$ cat src/rtl/exu_pkg.sv
package exu_pkg;
  localparam int OPC_W = 6;
  localparam int FN_W  = 6;

  localparam logic [OPC_W-1:0] OPC_RTYPE = 6'd0;
  localparam logic [OPC_W-1:0] OPC_ADDI  = 6'd8;
  localparam logic [OPC_W-1:0] OPC_ADDIU = 6'd9;
  localparam logic [OPC_W-1:0] OPC_SLTI  = 6'd10;
  localparam logic [OPC_W-1:0] OPC_SLTIU = 6'd11;
  localparam logic [OPC_W-1:0] OPC_ORI   = 6'd13;
  localparam logic [OPC_W-1:0] OPC_LUI   = 6'd15;

  localparam logic [FN_W-1:0] FN_ADD  = 6'd32;
  localparam logic [FN_W-1:0] FN_ADDU = 6'd33;
  localparam logic [FN_W-1:0] FN_SUB  = 6'd34;
  localparam logic [FN_W-1:0] FN_SUBU = 6'd35;
  localparam logic [FN_W-1:0] FN_OR   = 6'd37;
  localparam logic [FN_W-1:0] FN_SLT  = 6'd42;
  localparam logic [FN_W-1:0] FN_SLTU = 6'd43;

  typedef enum logic [2:0] {
    K_NONE, K_ADD, K_SUB, K_OR, K_SLT, K_SLTU, K_LUI
  } kind_e;

  typedef struct packed {
    kind_e kind;
    logic  use_imm;
    logic  sext;
    logic  trap_en;
    logic  dst_is_rd;
  } ctl_t;
endpackage

$ cat src/rtl/exu_decode.sv
module exu_decode
  import exu_pkg::*;
(
  input  logic [OPC_W-1:0] opcode,
  input  logic [FN_W-1:0]  funct,
  output ctl_t             ctl
);
  always_comb begin
    ctl = '{kind: K_NONE, use_imm: 1'b1, sext: 1'b0, trap_en: 1'b0, dst_is_rd: 1'b0};
    case (opcode)
      OPC_RTYPE: begin
        ctl.use_imm   = 1'b0;
        ctl.dst_is_rd = 1'b1;
        case (funct)
          FN_ADD:  begin ctl.kind = K_ADD; ctl.trap_en = 1'b1; end
          FN_ADDU: ctl.kind = K_ADD;
          FN_SUB:  begin ctl.kind = K_SUB; ctl.trap_en = 1'b1; end
          FN_SUBU: ctl.kind = K_SUB;
          FN_OR:   ctl.kind = K_OR;
          FN_SLT:  ctl.kind = K_SLT;
          FN_SLTU: ctl.kind = K_SLTU;
          default: ctl.kind = K_NONE;
        endcase
      end
      OPC_ADDI:  begin ctl.kind = K_ADD; ctl.sext = 1'b1; ctl.trap_en = 1'b1; end
      OPC_ADDIU: ctl.kind = K_ADD;
      OPC_SLTI:  begin ctl.kind = K_SLT; ctl.sext = 1'b1; end
      OPC_SLTIU: ctl.kind = K_SLTU;
      OPC_ORI:   ctl.kind = K_OR;
      OPC_LUI:   ctl.kind = K_LUI;
      default:   ctl.kind = K_NONE;
    endcase
  end
endmodule

$ cat src/rtl/exu_operand.sv
module exu_operand #(
  parameter int DATA_W = 32,
  parameter int IMM_W  = 16
) (
  input  logic [DATA_W-1:0] rt_val,
  input  logic [IMM_W-1:0]  imm,
  input  logic              use_imm,
  input  logic              sext,
  output logic [DATA_W-1:0] opb
);
  localparam int FILL_W = DATA_W - IMM_W;

  logic [FILL_W-1:0] fill;
  logic [DATA_W-1:0] imm_ext;

  assign fill    = sext ? {FILL_W{imm[IMM_W-1]}} : {FILL_W{1'b0}};
  assign imm_ext = {fill, imm};
  assign opb     = use_imm ? imm_ext : rt_val;
endmodule

$ cat src/rtl/exu_arith.sv
module exu_arith
  import exu_pkg::*;
#(
  parameter int DATA_W = 32,
  parameter int IMM_W  = 16
) (
  input  kind_e             kind,
  input  logic              trap_en,
  input  logic [DATA_W-1:0] a,
  input  logic [DATA_W-1:0] b,
  input  logic [IMM_W-1:0]  imm,
  output logic [DATA_W-1:0] result,
  output logic              ovf
);
  localparam int MSB   = DATA_W - 1;
  localparam int LOW_W = DATA_W - IMM_W;

  logic              inv;
  logic [DATA_W-1:0] b_eff;
  logic [DATA_W:0]   sum_w;
  logic [DATA_W-1:0] sum;
  logic              carry;
  logic              lt_s, lt_u;

  // one adder serves add, subtract and both compares
  assign inv   = (kind != K_ADD);
  assign b_eff = inv ? ~b : b;
  assign sum_w = {1'b0, a} + {1'b0, b_eff} + {{DATA_W{1'b0}}, inv};
  assign sum   = sum_w[DATA_W-1:0];
  assign carry = sum_w[DATA_W];

  assign lt_s = (a[MSB] != b[MSB]) ? a[MSB] : sum[MSB];
  assign lt_u = ~carry;

  assign ovf = trap_en && (kind == K_ADD || kind == K_SUB)
               && (a[MSB] == b_eff[MSB]) && (sum[MSB] != a[MSB]);

  always_comb begin
    case (kind)
      K_ADD, K_SUB: result = sum;
      K_OR:         result = a | b;
      K_SLT:        result = {{(DATA_W-1){1'b0}}, lt_s};
      K_SLTU:       result = {{(DATA_W-1){1'b0}}, lt_u};
      K_LUI:        result = {imm, {LOW_W{1'b0}}};
      default:      result = '0;
    endcase
  end
endmodule

$ cat src/rtl/exu_top.sv
module exu_top
  import exu_pkg::*;
#(
  parameter int DATA_W = 32,
  parameter int IMM_W  = 16,
  parameter int REG_AW = 5
) (
  input  logic              clk,
  input  logic              rst,
  input  logic              in_valid,
  input  logic [5:0]        in_opcode,
  input  logic [5:0]        in_funct,
  input  logic [DATA_W-1:0] in_rs_val,
  input  logic [DATA_W-1:0] in_rt_val,
  input  logic [IMM_W-1:0]  in_imm,
  input  logic [REG_AW-1:0] in_rt_idx,
  input  logic [REG_AW-1:0] in_rd_idx,
  output logic              out_valid,
  output logic [DATA_W-1:0] out_result,
  output logic              out_we,
  output logic [REG_AW-1:0] out_dst,
  output logic              out_trap
);
  ctl_t              ctl;
  logic [DATA_W-1:0] opb;
  logic [DATA_W-1:0] res;
  logic              ovf;
  logic              known;
  logic [REG_AW-1:0] dst;

  exu_decode u_dec (.opcode(in_opcode), .funct(in_funct), .ctl(ctl));

  exu_operand #(.DATA_W(DATA_W), .IMM_W(IMM_W)) u_opnd (
    .rt_val(in_rt_val), .imm(in_imm), .use_imm(ctl.use_imm),
    .sext(ctl.sext), .opb(opb)
  );

  exu_arith #(.DATA_W(DATA_W), .IMM_W(IMM_W)) u_alu (
    .kind(ctl.kind), .trap_en(ctl.trap_en), .a(in_rs_val), .b(opb),
    .imm(in_imm), .result(res), .ovf(ovf)
  );

  assign known = in_valid && (ctl.kind != K_NONE);
  assign dst   = ctl.dst_is_rd ? in_rd_idx : in_rt_idx;

  always_ff @(posedge clk) begin
    if (rst) begin
      out_valid  <= 1'b0;
      out_result <= '0;
      out_we     <= 1'b0;
      out_dst    <= '0;
      out_trap   <= 1'b0;
    end else begin
      out_valid  <= in_valid;
      out_result <= known ? res : '0;
      out_dst    <= known ? dst : '0;
      out_trap   <= known && ovf;
      out_we     <= known && !ovf && (dst != '0);
    end
  end

  AST_TRAP_BLOCKS_WRITE: assert property (@(posedge clk) disable iff (rst)
    out_trap |-> !out_we);
  AST_IDLE_QUIET: assert property (@(posedge clk) disable iff (rst)
    !out_valid |-> (!out_we && !out_trap));
  AST_NO_ZERO_WRITE: assert property (@(posedge clk) disable iff (rst)
    out_we |-> (out_dst != '0));
  AST_ONE_CYCLE: assert property (@(posedge clk) disable iff (rst)
    in_valid |=> out_valid);
  AST_UNSIGNED_NO_TRAP: assert property (@(posedge clk) disable iff (rst)
    (in_valid && in_opcode == OPC_ADDIU) |=> !out_trap);
  AST_SLT_IS_BIT: assert property (@(posedge clk) disable iff (rst)
    (in_valid && (in_opcode == OPC_SLTI || in_opcode == OPC_SLTIU))
      |=> (out_result[DATA_W-1:1] == '0));
  AST_LUI_LOW_CLEAR: assert property (@(posedge clk) disable iff (rst)
    (in_valid && in_opcode == OPC_LUI) |=> (out_result[DATA_W-IMM_W-1:0] == '0));
endmodule

$ cat config.mk
export PLATFORM = sky130hd
export DESIGN_NAME = exu_top
export DESIGN_NICKNAME = d
export VERILOG_FILES = /design/src/rtl/exu_pkg.sv /design/src/rtl/exu_decode.sv /design/src/rtl/exu_operand.sv /design/src/rtl/exu_arith.sv /design/src/rtl/exu_top.sv
export SDC_FILE = /design/constraint.sdc
export NUM_CORES = 1
export LEC_CHECK = 0
export BUFFER_PORTS_ARGS = -buffer_cell sky130_fd_sc_hd__clkbuf_2
export CAP_MARGIN = 20
export CORE_MARGIN = 2
export CORE_UTILIZATION = 52
export CTS_CLUSTER_DIAMETER = 100
export DETAILED_ROUTE_END_ITERATION = 10
export PLACE_DENSITY_LB_ADDON = 0.15
export SYNTH_ARGS = -nofsm -noshare
export SYNTH_HDL_FRONTEND = slang
export SYNTH_SLANG_ARGS = --single-unit
$ cat constraint.sdc
create_clock -name clk -period 7.4 [get_ports clk]
set_input_delay 1.85 -clock clk [delete_from_list [all_inputs] [get_ports clk]]
set_output_delay 1.85 -clock clk [all_outputs]
set_load 0.02 [all_outputs]
==> results.sh <==
export IMPL_status="complete, no violations"
export IMPL_num_rows=33
export IMPL_number_of_synthesized_flops_with_an_enable_pin=0
export IMPL_worst_setup_hold_path_clk_slew_ns=0.08
export IMPL_yosys_cell_types_count=78
export IMPL_post_synth_top_count_cell="a21oi_1"
export IMPL_drt_iter0_markers=268
export IMPL_critPathCaptureType="flop"
export IMPL_syn_inst=559
export IMPL_p_int_uw=399
export IMPL_final_setup_viol_count=0
export IMPL_finalMaxSlewViolations=0
export IMPL_max_vdd_ir_drop_v=0.0000794
export IMPL_num_antenna_cells=0
export IMPL_post_synth_cell_area_avg_um2=7.92
export IMPL_die_y_um=96.3
export IMPL_synth_async_sr_flop_share=0
export IMPL_layout_nets=828
export IMPL_total_of_hold_buffers_inserted_after_clock_tree_synthesis=0
export IMPL_type_of_element_launching_the_critical_path="input pin"
export IMPL_setup_tns_ns=0
export IMPL_drc=0
export IMPL_critPathTopFamily="simple AND/OR/NAND/NOR gates"
export IMPL_max_freq_mhz=160
export IMPL_globalRouteTotalUtil=0.314
export IMPL_detail_route_wl_per_cell_um=18.1
export IMPL_min_path_type="input pin to flop"
export IMPL_wl_um=14400
export IMPL_place_hpwl_um=11500
export IMPL_num_vias=4767
export IMPL_number_of_global_route_vias_before_repair=4558
export IMPL_p_comb_frac=0.446
export IMPL_drt_pass1_iter_count=5
export IMPL_cp_data_arrival_time_ns=6.42
export IMPL_critical_path_max_stage_delay_ns=0.60
export IMPL_htree_num_levels=2
export IMPL_final_min_clock_period_ns=6.25
export IMPL_switching_share=0.385
export IMPL_netlist_top_cell_by_area="dfxtp_1"
export IMPL_dominantRegCellSynth="dfxtp_1"
export IMPL_crit_top_cell="or3_4"
export IMPL_crit_path_cell_trace="clkbuf_2, nor4_4, nand4b_4, o22a_1, nor2_4, xor2_1, ha_1, nand4_1, or3_4, or3_4, a2111oi_4, nor3_4, and4b_1, o311ai_1, a31oi_1"
export IMPL_share_seq_of_total_power=0.333
export IMPL_grt_pass1_wl_um=22400
export IMPL_initial_antenna_violation_count=0
export IMPL_ys_ff_latch=40
export IMPL_multiInputGateArea_um2=3460
export IMPL_cellPowerDensity_nw_per_um2=123
export IMPL_areaGrowthSynthToFinish_pct=19.3
export IMPL_gp_congestion=0.924
export IMPL_timing_max_cap_violations=0
export IMPL_synth_sequential_area_ratio=0.181
export IMPL_drive_gt1_frac=0.262
export IMPL_ant_nets=0
export IMPL_placement_io_buffers=144
export IMPL_yosys_top_cells_area="dfxtp_1 (18%), ha_1 (9.9%), xor2_1 (9.5%)"
export IMPL_critical_path_n_buffers_inverters=1
export IMPL_floorplan_core_area_um2=8220
export IMPL_synth_cell_area_um2=4430
export IMPL_die_area_um2=9260
export IMPL_synth_nets=700
export IMPL_hold_slack_ns=1.74
export IMPL_ctsLongestPathBuffers=2
export IMPL_slew_headroom=0.263
export IMPL_power_frac_clock=0.221
export IMPL_cts_sinks=40
export IMPL_floorplan_io_pins=145
export IMPL_cts_tree="yes"
export IMPL_filler_cell_count=754
export IMPL_tightestPinTransition_ns=1.10
export IMPL_cts_buffers_inserted=5
export IMPL_ys_warnings_count=0
export IMPL_post_cts_repair_setup_buffers=0
export IMPL_power_leakage_uw=0.00232
export IMPL_p_switching_uw=250
export IMPL_clk_root_buffer_cell="clkbuf_8"
export IMPL_worst_endpoint_required_ns=7.58
export IMPL_final_hold_viol_count=0
export IMPL_cts_resized_gates=0
export IMPL_synth_top_area_frac=0.181
export IMPL_horiz_die_dim_um=96.3
export IMPL_worst_path_fanout_max=18
export IMPL_pin_count_of_the_biggest_net_entering_global_routing=40
export IMPL_via_per_inst=6.02
export IMPL_grt_ovfl_total=0
export IMPL_synthTopCellsByCount="a21oi_1 (62), xor2_1 (48), dfxtp_1 (40), nand2_1 (40), nor2_1 (39)"
export IMPL_rsz0062_at_grt="false"
export IMPL_portion_of_the_clock_cycle_consumed_by_the_worst_path_in_the_final_layout=0.844
export IMPL_crit_path_top_delay_cell="nor2_4"
export IMPL_floorplan_initialDensity=0.539
export IMPL_seqCellArea_um2=801
export IMPL_timing_setup_critical_path_class="input pin to flop"
final timing paths:
check | startpoint | to | slack (ns) | cells past startpoint
max | in_opcode[2] | out_result[0]$_SDFF_PP0_ | 1.15 | 15
min | rst | out_valid$_SDFF_PP0_ | 1.74 | 2
cell families (layout without fill, tap and decap cells):
| kind of cell | Yosys count | after routing | synth area share |
|---|---|---|---|
| multiplexers | 19 | 19 | 0.0441 |
| XOR/XNOR | 58 | 58 | 0.116 |
| flip-flops | 40 | 40 | 0.181 |
| buffers and inverters | 41 | 169 | 0.0401 |
| adder cells (fa/ha/maj) | 37 | 37 | 0.106 |
| AO/OA/AOI/OAI | 178 | 178 | 0.283 |
| AND/OR/NAND/NOR | 186 | 186 | 0.230 |
cell usage in the layout (no fill, tap or decap), drive strengths merged, types with 5 or more instances in the layout:
cell / Yosys / layout
xnor2: 10 / 10
xor2: 48 / 48
clkbuf: 16 / 150
nand2b: 30 / 30
a22oi: 19 / 19
o21a: 5 / 5
mux2i: 18 / 18
buf: 13 / 6
ha: 35 / 35
or3: 8 / 8
nand4: 7 / 7
o21ai: 17 / 17
o22ai: 17 / 17
nor2: 39 / 39
a21oi: 62 / 62
nor3: 16 / 16
dfxtp: 40 / 40
a31oi: 7 / 7
nand2: 41 / 41
a21o: 12 / 12
inv: 12 / 12
nand3: 9 / 9
nor2b: 11 / 11
sequential cells by signal, summed over array words and instances (netlist names):
register and flops:
out_result 32, out_dst 5, out_trap 1, out_valid 1, out_we 1
metal layers:
layer  share of wire  vias to the layer above  GRT usage
met1            0.42                     2178      0.404
met2            0.47                      240      0.531
met3           0.083                       29     0.0509
li1                -                     2320          -
met5               0                        -          0
met4           0.027                        0      0.106
through the flow:
stage	total power, uW	std cells	worst slack, ns	utilization	area [um2]
2_1_floorplan	420	559	1.46	-	4430
3_3_place_gp	503	785	1.00	0.633	5200
3_5_place_dp	505	785	0.920	0.633	5200
4_1_cts	647	792	1.21	0.643	5280
5_1_grt	689	792	0.797	0.643	5280
6_report	649	792	1.15	0.643	5280
layout make-up:
cell class                      count  share of cell area
Sequential cell                    40               0.152
Clock inverter                      1            0.000948
Multi-Input combinational cell    478               0.655
Timing Repair Buffer              150               0.145
Tap cell                          105              0.0249
Clock buffer                        6              0.0137
Inverter                           12             0.00853
power groups by stage:
stage,sequential (uW),combinational (uW),clock [uW]
after global routing,217,317,155
after floorplan,223,197,0
after detailed placement,222,283,0
after CTS,216,285,146
after global placement,222,281,0
final,216,289,144
Note: power is estimated with default switching activity, not from simulation.
